[src/rtl/gate_guard_pkg.sv]
`timescale 1ns/1ps
package gate_guard_pkg;

    // Registered state of one inverter leg
    typedef struct packed {
        logic hi;    // upper gate enable
        logic lo;    // lower gate enable
        logic lock;  // upper gate held off after high-side undervoltage
    } leg_state_t;

    typedef enum logic {
        FLT_RUN  = 1'b0,
        FLT_HOLD = 1'b1
    } flt_mode_t;

endpackage

[src/rtl/gg_flag_sync.sv]
`timescale 1ns/1ps
module gg_flag_sync #(
    parameter int W      = 1,
    parameter int STAGES = 2
) (
    input  logic         clk,
    input  logic         rst_n,
    input  logic [W-1:0] din,
    output logic [W-1:0] dout
);
    logic [STAGES-1:0][W-1:0] sh_d, sh_q;

    always_comb begin
        sh_d[0] = din;
        for (int k = 1; k < STAGES; k++) begin
            sh_d[k] = sh_q[k-1];
        end
    end

    always_ff @(posedge clk or negedge rst_n) begin
        if (!rst_n) sh_q <= '0;
        else        sh_q <= sh_d;
    end

    assign dout = sh_q[STAGES-1];
endmodule

[src/rtl/gg_fault_timer.sv]
`timescale 1ns/1ps
module gg_fault_timer
    import gate_guard_pkg::*;
#(
    parameter int CLR_CYCLES = 2_500_000
) (
    input  logic clk,
    input  logic rst_n,
    input  logic oc_s,
    output logic fault
);
    localparam int              CW   = $clog2(CLR_CYCLES + 1);
    localparam logic [CW-1:0]   LAST = CW'(CLR_CYCLES - 1);

    typedef struct packed {
        flt_mode_t     mode;
        logic [CW-1:0] cnt;
    } tmr_t;

    tmr_t st_d, st_q;

    always_comb begin
        st_d = st_q;
        if (oc_s) begin
            // trip present: hold and restart the clearance count
            st_d.mode = FLT_HOLD;
            st_d.cnt  = '0;
        end else if (st_q.mode == FLT_HOLD) begin
            if (st_q.cnt == LAST) begin
                st_d.mode = FLT_RUN;
                st_d.cnt  = '0;
            end else begin
                st_d.cnt = st_q.cnt + 1'b1;
            end
        end
    end

    always_ff @(posedge clk or negedge rst_n) begin
        if (!rst_n) st_q <= '{mode: FLT_RUN, cnt: '0};
        else        st_q <= st_d;
    end

    assign fault = (st_q.mode == FLT_HOLD);
endmodule

[src/rtl/gg_phase_leg.sv]
`timescale 1ns/1ps
module gg_phase_leg
    import gate_guard_pkg::*;
(
    input  logic clk,
    input  logic rst_n,
    input  logic hi_cmd,
    input  logic lo_cmd,
    input  logic block_all,
    input  logic hs_uv_s,
    output logic gate_hi,
    output logic gate_lo
);
    leg_state_t st_d, st_q;
    logic       want_hi, want_lo;

    always_comb begin
        // exclusive decode: both-high gives neither
        want_hi = hi_cmd & ~lo_cmd;
        want_lo = lo_cmd & ~hi_cmd;
        // lock is set by undervoltage and released only once the command is low
        st_d.lock = hs_uv_s | (st_q.lock & hi_cmd);
        st_d.hi   = want_hi & ~block_all & ~hs_uv_s & ~st_q.lock;
        st_d.lo   = want_lo & ~block_all;
    end

    always_ff @(posedge clk or negedge rst_n) begin
        if (!rst_n) st_q <= '{hi: 1'b0, lo: 1'b0, lock: 1'b0};
        else        st_q <= st_d;
    end

    assign gate_hi = st_q.hi;
    assign gate_lo = st_q.lo;
endmodule

[src/rtl/gate_guard.sv]
`timescale 1ns/1ps
module gate_guard #(
    parameter int N_PHASE     = 3,
    parameter int CLR_CYCLES  = 2_500_000,
    parameter int SYNC_STAGES = 2
) (
    input  logic               clk,
    input  logic               rst_n,
    input  logic [N_PHASE-1:0] hi_cmd,
    input  logic [N_PHASE-1:0] lo_cmd,
    input  logic               oc_flag,
    input  logic               vdd_uv,
    input  logic [N_PHASE-1:0] hs_uv,
    output logic [N_PHASE-1:0] gate_hi,
    output logic [N_PHASE-1:0] gate_lo,
    output logic               fault_pull,
    output logic               fault_sts
);
    localparam int FW = N_PHASE + 2;

    logic [FW-1:0]      flags_s;
    logic               oc_s, vdd_s, fault_q, block_all;
    logic [N_PHASE-1:0] hs_s;

    gg_flag_sync #(.W(FW), .STAGES(SYNC_STAGES)) u_sync (
        .clk   (clk),
        .rst_n (rst_n),
        .din   ({hs_uv, vdd_uv, oc_flag}),
        .dout  (flags_s)
    );

    assign oc_s  = flags_s[0];
    assign vdd_s = flags_s[1];
    assign hs_s  = flags_s[FW-1:2];

    gg_fault_timer #(.CLR_CYCLES(CLR_CYCLES)) u_timer (
        .clk   (clk),
        .rst_n (rst_n),
        .oc_s  (oc_s),
        .fault (fault_q)
    );

    // the raw synchronised trip is included so that gates drop on the same edge the fault rises
    assign block_all = fault_q | oc_s | vdd_s;

    for (genvar g = 0; g < N_PHASE; g++) begin : g_leg
        gg_phase_leg u_leg (
            .clk       (clk),
            .rst_n     (rst_n),
            .hi_cmd    (hi_cmd[g]),
            .lo_cmd    (lo_cmd[g]),
            .block_all (block_all),
            .hs_uv_s   (hs_s[g]),
            .gate_hi   (gate_hi[g]),
            .gate_lo   (gate_lo[g])
        );
    end

    assign fault_pull = fault_q;
    assign fault_sts  = fault_q;
endmodule

[config.mk]
export PLATFORM = sky130hd
export DESIGN_NAME = gate_guard
export DESIGN_NICKNAME = d
export VERILOG_FILES = /design/src/rtl/gate_guard_pkg.sv /design/src/rtl/gg_flag_sync.sv /design/src/rtl/gg_fault_timer.sv /design/src/rtl/gg_phase_leg.sv /design/src/rtl/gate_guard.sv
export SDC_FILE = /design/constraint.sdc
export NUM_CORES = 1
export LEC_CHECK = 0
export ABC_CLOCK_PERIOD_IN_PS = 2800
export BUFFER_PORTS_ARGS = -buffer_cell sky130_fd_sc_hd__buf_2
export CORE_UTILIZATION = 45
export DETAILED_ROUTE_END_ITERATION = 7
export GPL_ROUTABILITY_DRIVEN = 1
export SKIP_CTS_REPAIR_TIMING = 1
export SYNTH_ARGS = -nofsm -noshare
export SYNTH_HDL_FRONTEND = slang
export SYNTH_HIERARCHICAL = 1
export SYNTH_SLANG_ARGS = --single-unit
export TNS_END_PERCENT = 10
[constraint.sdc]
create_clock -name clk -period 2.8 [get_ports clk]
set_clock_uncertainty 0.05 [all_clocks]
set_input_delay 0.7 -clock clk [delete_from_list [all_inputs] [get_ports clk]]
set_output_delay 0.7 -clock clk [all_outputs]
set_load 0.005 [all_outputs]
==> results of run 1 <==
[power by group through the flow]
stage	Combinational, mW	Sequential, mW	Clock (mW)
5_1_grt	0.0530	0.633	0.424
3_5_place_dp	0.0476	0.643	0
4_1_cts	0.0477	0.631	0.397
3_3_place_gp	0.0465	0.642	0
2_1_floorplan	0.0222	0.639	0
6_report	0.0464	0.631	0.380
[layer usage]
layer	vias to the layer above	share of wire [%]	global-route usage (%)
met3	8	6.3	5.92
met1	788	47	29.4
met2	59	46	35.0
met4	0	0.98	6.89
li1	784	-	-
met5	-	0	0
[worst reg2reg max path: stages, from the launching register on]
cell	delay (ps)
dfrtp_1	410
ha_1	220
and4_1	250
nand4_1	330
nor2_1	560
o221ai_1	200
[layout make-up]
type	count	share of cell area (%)
inverter	4	0.671
multi-input combinational	140	40.6
clock inverter	2	0.615
sequential	42	47.0
timing repair buffer	22	5.14
tap	50	2.79
clock buffer	6	3.24
[placed cells by master, fill, tap and decap left out, types with 2 or more instances in the layout]
cell and count:
a21o_1 4, a21oi_1 5, and3_1 3, and4_1 2
buf_2 20, buf_4 2, clkbuf_8 5, dfrtp_1 42
inv_1 4, nand2_1 16, nand2b_1 3, nand3_1 12
nand3_2 2, nand4_1 9, nor2_1 14, nor2b_1 2
nor3_1 4, nor3b_1 4, nor4_1 5, nor4_2 4
nor4b_1 2, o2111ai_1 2, o211ai_1 6, o21ai_0 4
o221ai_1 4, o41ai_1 3, or2_2 3, or3_1 8
or4_1 2, xor2_1 3
[per-stage QoR]
stage / util (%) / hold WS, ps / instance area (sq um) / setup slack, ps / power [mW]
CTS: 54.0 / 304 / 2240 / 679 / 1.08
finish: 54.0 / 301 / 2240 / 643 / 1.06
global route: 54.0 / 312 / 2240 / 514 / 1.11
detailed placement: 51.9 / 286 / 2150 / 696 / 0.691
floorplan: - / 281 / 2020 / 1060 / 0.662
global placement: 51.9 / 282 / 2150 / 805 / 0.689
[path summary, 6_finish.rpt]
check	cells after the start	start	end	slack [ps]
min in group asynchronous	1	rst_n	g_leg[1].u_leg/st_q[0]	480
min reg2reg	0	u_sync/sh_d[5]	u_sync/dout[0]	300
max in group asynchronous	1	rst_n	u_timer/st_q[16]	1660
max	5	u_timer/st_q[0]	u_timer/st_q[5]	640
min	0	u_sync/sh_d[5]	u_sync/dout[0]	300
max reg2reg	5	u_timer/st_q[0]	u_timer/st_q[5]	640
[state kept, by name, summed over array words and instances (netlist names)]
register	count
u_sync/dout	5
u_timer/st_q	22
u_sync/sh_d	5
u_timer/fault	1
g_leg.u_leg/gate_hi	3
g_leg.u_leg/st_q	3
g_leg.u_leg/gate_lo	3
[kinds of logic (layout without fill, tap and decap cells)]
kind of cell | Yosys count | in the layout | synth area share (%)
and+or+nand+nor | 98 | 98 | 29.1
DFF | 42 | 42 | 52.1
AOI/OAI and AO/OA | 37 | 37 | 13.5
buffers and inverters | 14 | 34 | 2.85
xor gates and xnor gates | 3 | 3 | 1.30
adders and majority gates | 1 | 1 | 0.620
muxes | 1 | 1 | 0.558
==> flow_summary_export.csv, run 1 <==
group,metric,value,unit
sta,period_minus_slack,2160,ps
critical_path,cpPeakStageDelay,560,ps
synth,yosys_warnings,6,
layout,multiInputGateArea,908,sq um
synth,synthDistinctLibCells,45,
synth,async_flop_share,100,%
placed_design,gp_congestion,0.919,
power,power_density,472,mW/mm^2
sta,finalHoldViolCount,0,
routing,dr.pass1.iters,4,
synth,ys_dominant_reg_cell,"dfrtp_1",
power,power.switching,0.245,mW
power,p_int,0.813,mW
sta,fin_crit_sh,77.0,%
synth,avgSynthCellArea,10.3,sq um
global_route,grt_max_degree,43,
sta,setup-violations-final,0,
sta,rsz0062_at_grt,"no",
power,leakagePower,0.906,nW
global_route,grt_pass1_vias,1552,
sta,drv_slew,0,
power,p_sw_share,23.1,%
routing,drc_errors,0,
synth,synth_seq_cells,42,
cts,cts_tree,"built",
global_route,antenna_found_initial,0,
placed_design,portBuffers,20,
floorplanning,die_y,69.0,microns
cts,worstSkewPairLatency,290,ps
critical_path,cp.arrival,2260,ps
floorplanning,core,0.00414,sq mm
global_route,grt_usage,22.1,%
cts,clockBufferDepth,2,
cts,clock-sinks,42,
layout,regArea,0.00105,sq mm
floorplanning,die_w,69.0,microns
routing,drtIter0Drc,159,
layout,drive_above_1_share,18.5,%
sta,max_freq,464,MHz
power,clockPowerShare,36.0,%
power,ir_drop,0.340,mV
placed_design,dp.cells,258,
sta,fin_tns_setup,0,ps
layout,layoutNonFillerInstCount,266,
critical_path,worstPathCellList,"ha_1 -> and4_1 -> nand4_1 -> nor2_1 -> o221ai_1",
critical_path,critical_path_class,"flip-flop to flip-flop",
sta,worstMarginPinSlew,905,ps
routing,vias,1639,
layout,nNetsFinal,229,
cts,htree_levels,2,
placed_design,hpwl,3.15,mm
layout,diodes,0,
outcome,status,"finished clean",
critical_path,cp.required,2900,ps
power,p_seq_share,59.6,%
routing,postRouteAntennaNets,0,
cts,cts_buffers,5,
cts,clkTransAtPathRegs,80,ps
critical_path,cp-end-kind,"flip-flop",
routing,drt-total-wl,4.51,mm
layout,nFillCells,392,
global_route,grt_pass1_wl,7.54,mm
synth,synth_edf_count,0,
critical_path,crit_path_max_fanout,9,
critical_path,path_delay_family,"simple AND/OR/NAND/NOR gates",
synth,syn_inst,196,
synth,syn-num-nets,210,
global_route,overflow,0,
cts,cts-root-buf,"clkbuf_8",
synth,yosysSeqAreaShare,52.1,%
floorplanning,rows,23,
synth,ys_top_cells_by_count,"dfrtp_1 (42), nand2_1 (16), nor2_1 (14)",
routing,avgViaCountPerCell,6.16,
critical_path,crit_buf_inv,0,
floorplanning,start_util,48.7,%
hold_path,hold_path_class,"flip-flop to flip-flop",
power,p_comb_share,4.4,%
sta,relSlewSlack,39.7,%
synth,yosysMostFrequentCell,"dfrtp_1",
synth,yosysTopAreaCellShare,52.1,%
floorplanning,num_io_pins,21,
critical_path,start_kind,"flip-flop",
synth,synth_area_leaders,"dfrtp_1 (52%), nand3_1 (3.0%), nand2_1 (3.0%)",
flow_run,maxCapViolCount,0,
layout,area.growth.synth_to_final,11.0,%
floorplanning,dieArea,0.00475,sq mm
critical_path,cp_slowest_cell,"nor2_1",
routing,wl_per_cell,17.0,microns
synth,synthesis.area,0.00202,sq mm
synth,netlist.top_cell.by_area,"dfrtp_1",
No activity file was read; power rests on OpenSTA's default activity.
==> run 2, diff against run 1 <==
- ABC_CLOCK_PERIOD_IN_PS: 2800 -> 2200
- clock period: 2.8 -> 2.2 ns (I/O delays scaled with it)
==> run 2 against run 1 <==
Net effect: non-clock buffer count increased by 2; critical path depth is the same; routed wire length shrank 5.7%; via count grew 0.18%; largest cell class unchanged; largest power group unchanged.
==> flow_summary_export.csv, run 2 (synthesized netlist as in run 1, its figures left out) <==
group,metric,value,unit
cts,worstSkewPairLatency,300,ps
critical_path,crit_path_max_fanout,5,
critical_path,cp-end-kind,"flip-flop",
floorplanning,core,0.00414,sq mm
layout,top_register,"u_timer/st_q",
power,leakagePower,0.922,nW
layout,design_area,0.00228,sq mm
sta,period_minus_slack,2000,ps
flow_run,maxCapViolCount,0,
critical_path,critical_path_class,"flip-flop to flip-flop",
placed_design,portBuffers,20,
layout,area.growth.synth_to_final,12.9,%
cts,cts_tree,"built",
layout,nNetsFinal,231,
sta,fin_tns_setup,0,ps
floorplanning,num_io_pins,21,
cts,cts-root-buf,"clkbuf_8",
floorplanning,start_util,48.7,%
hold_path,hold_path_class,"input pin to async pin",
sta,relSlewSlack,65.0,%
placed_design,dp_slack,233,ps
placed_design,hpwl,2.91,mm
power,ir_drop,0.463,mV
outcome,status,"finished clean",
sta,max_freq,500,MHz
critical_path,cp.arrival,2130,ps
routing,drt-total-wl,4.25,mm
sta,hold_ws,245,ps
cts,clock-sinks,42,
global_route,grt_pass1_wl,7.07,mm
sta,rsz0062_at_grt,"no",
layout,diodes,0,
routing,drtIter0Drc,121,
floorplanning,die_w,69.0,microns
routing,drc_errors,0,
layout,final_common_cell,"dfrtp_1",
critical_path,cpPeakStageDelay,510,ps
cts,htree_levels,2,
sta,setup-violations-final,0,
layout,drive_above_1_share,19.3,%
global_route,overflow,0,
cts,clockBufferDepth,2,
floorplanning,die_y,69.0,microns
cts,clkTransAtPathRegs,80,ps
power,power_density,647,mW/mm^2
layout,largest_register_ffs,22,
critical_path,cp.required,2330,ps
sta,finalHoldViolCount,0,
sta,worstMarginPinSlew,524,ps
sta,fin_crit_sh,90.9,%
floorplanning,rows,23,
cts,cts_buffers,5,
critical_path,worstPathCellList,"ha_1 -> nand4_1 -> nor4_2 -> a21boi_0 -> a221o_1",
layout,mostFrequentLayoutCells,"dfrtp_1 (42), buf_2 (20), nand2_1 (16)",
placed_design,postPlaceCellArea,0.00217,sq mm
sta,layout_setup_ws,200,ps
sta,drv_slew,0,
routing,vias,1642,
routing,wl_per_cell,15.9,microns
global_route,antenna_found_initial,0,
global_route,grt_usage,20.9,%
routing,postRouteAntennaNets,0,
placed_design,gp_congestion,0.934,
critical_path,cp_slowest_cell,"nor4_2",
routing,dr.pass1.iters,4,
global_route,grt_max_degree,43,
global_route,grt_pass1_vias,1514,
floorplanning,dieArea,0.00475,sq mm
routing,avgViaCountPerCell,6.13,
critical_path,start_kind,"flip-flop",
run 2: cell types whose count changed in the layout (fill, tap and decap cells not counted), sizes merged:
| cell | change |
|---|---|
| buf | +2 |
| clkinv | -2 |
| bufinv | +1 |
| clkinvlp | +1 |
run 2: layout make-up:
type	count	area, sq um
clock inverter	2	37.5
fill	390	1870
sequential	42	1050
inverter	4	15.0
multi-input combinational	140	908
timing repair buffer	24	130
clock buffer	6	72.6
tap	50	62.6
run 2: where the power goes:
| group | internal [mW] | switching, mW | total, mW |
|---|---|---|---|
| clock network | 0.339 | 0.272 | 0.611 |
| registers | 0.789 | 0.0143 | 0.803 |
| logic | 0.0228 | 0.0373 | 0.0601 |
run 2: worst max-delay path, delay by kind of cell (launching register included):
| family | cells | cell delay [ps] |
|---|---|---|
| AND/OR/NAND/NOR | 2 | 750 |
| flip-flops | 1 | 420 |
| AO/OA/AOI/OAI | 2 | 430 |
| adder cells (fa/ha/maj) | 1 | 240 |
run 2: stage by stage:
stage	std cells	total power [mW]	util, %
floorplan	196	0.842	-
global placement	260	0.876	52.3
detailed placement	260	0.880	52.3
CTS	268	1.49	55.0
global route	268	1.53	55.0
finish	268	1.47	55.0
run 2: worst paths after layout:
| check | startpoint | end | slack [ps] | cells past startpoint |
|---|---|---|---|---|
| worst max-delay path | u_timer/st_q[0] | u_timer/st_q[20] | 200 | 5 |
| worst min-delay path | rst_n | g_leg[1].u_leg/st_q[0] | 240 | 2 |
| worst max register to register | u_timer/st_q[0] | u_timer/st_q[20] | 200 | 5 |
| worst min register to register | u_sync/sh_d[7] | u_sync/dout[2] | 300 | 0 |
| max in group asynchronous | rst_n | u_sync/dout[0] | 1470 | 2 |
| min in group clk | u_sync/sh_d[7] | u_sync/dout[2] | 300 | 0 |
run 2: routing by layer:
layer  wire length (microns)  track usage (%)  vias up  part of all wire (%)
met5                       0                0        -                     0
met4                      67             7.40        0                   1.6
met3                     203             5.59        6                   4.8
met2                    1950             32.2       47                    46
met1                    2030             28.1      806                    48
li1                        -                -      783                     -
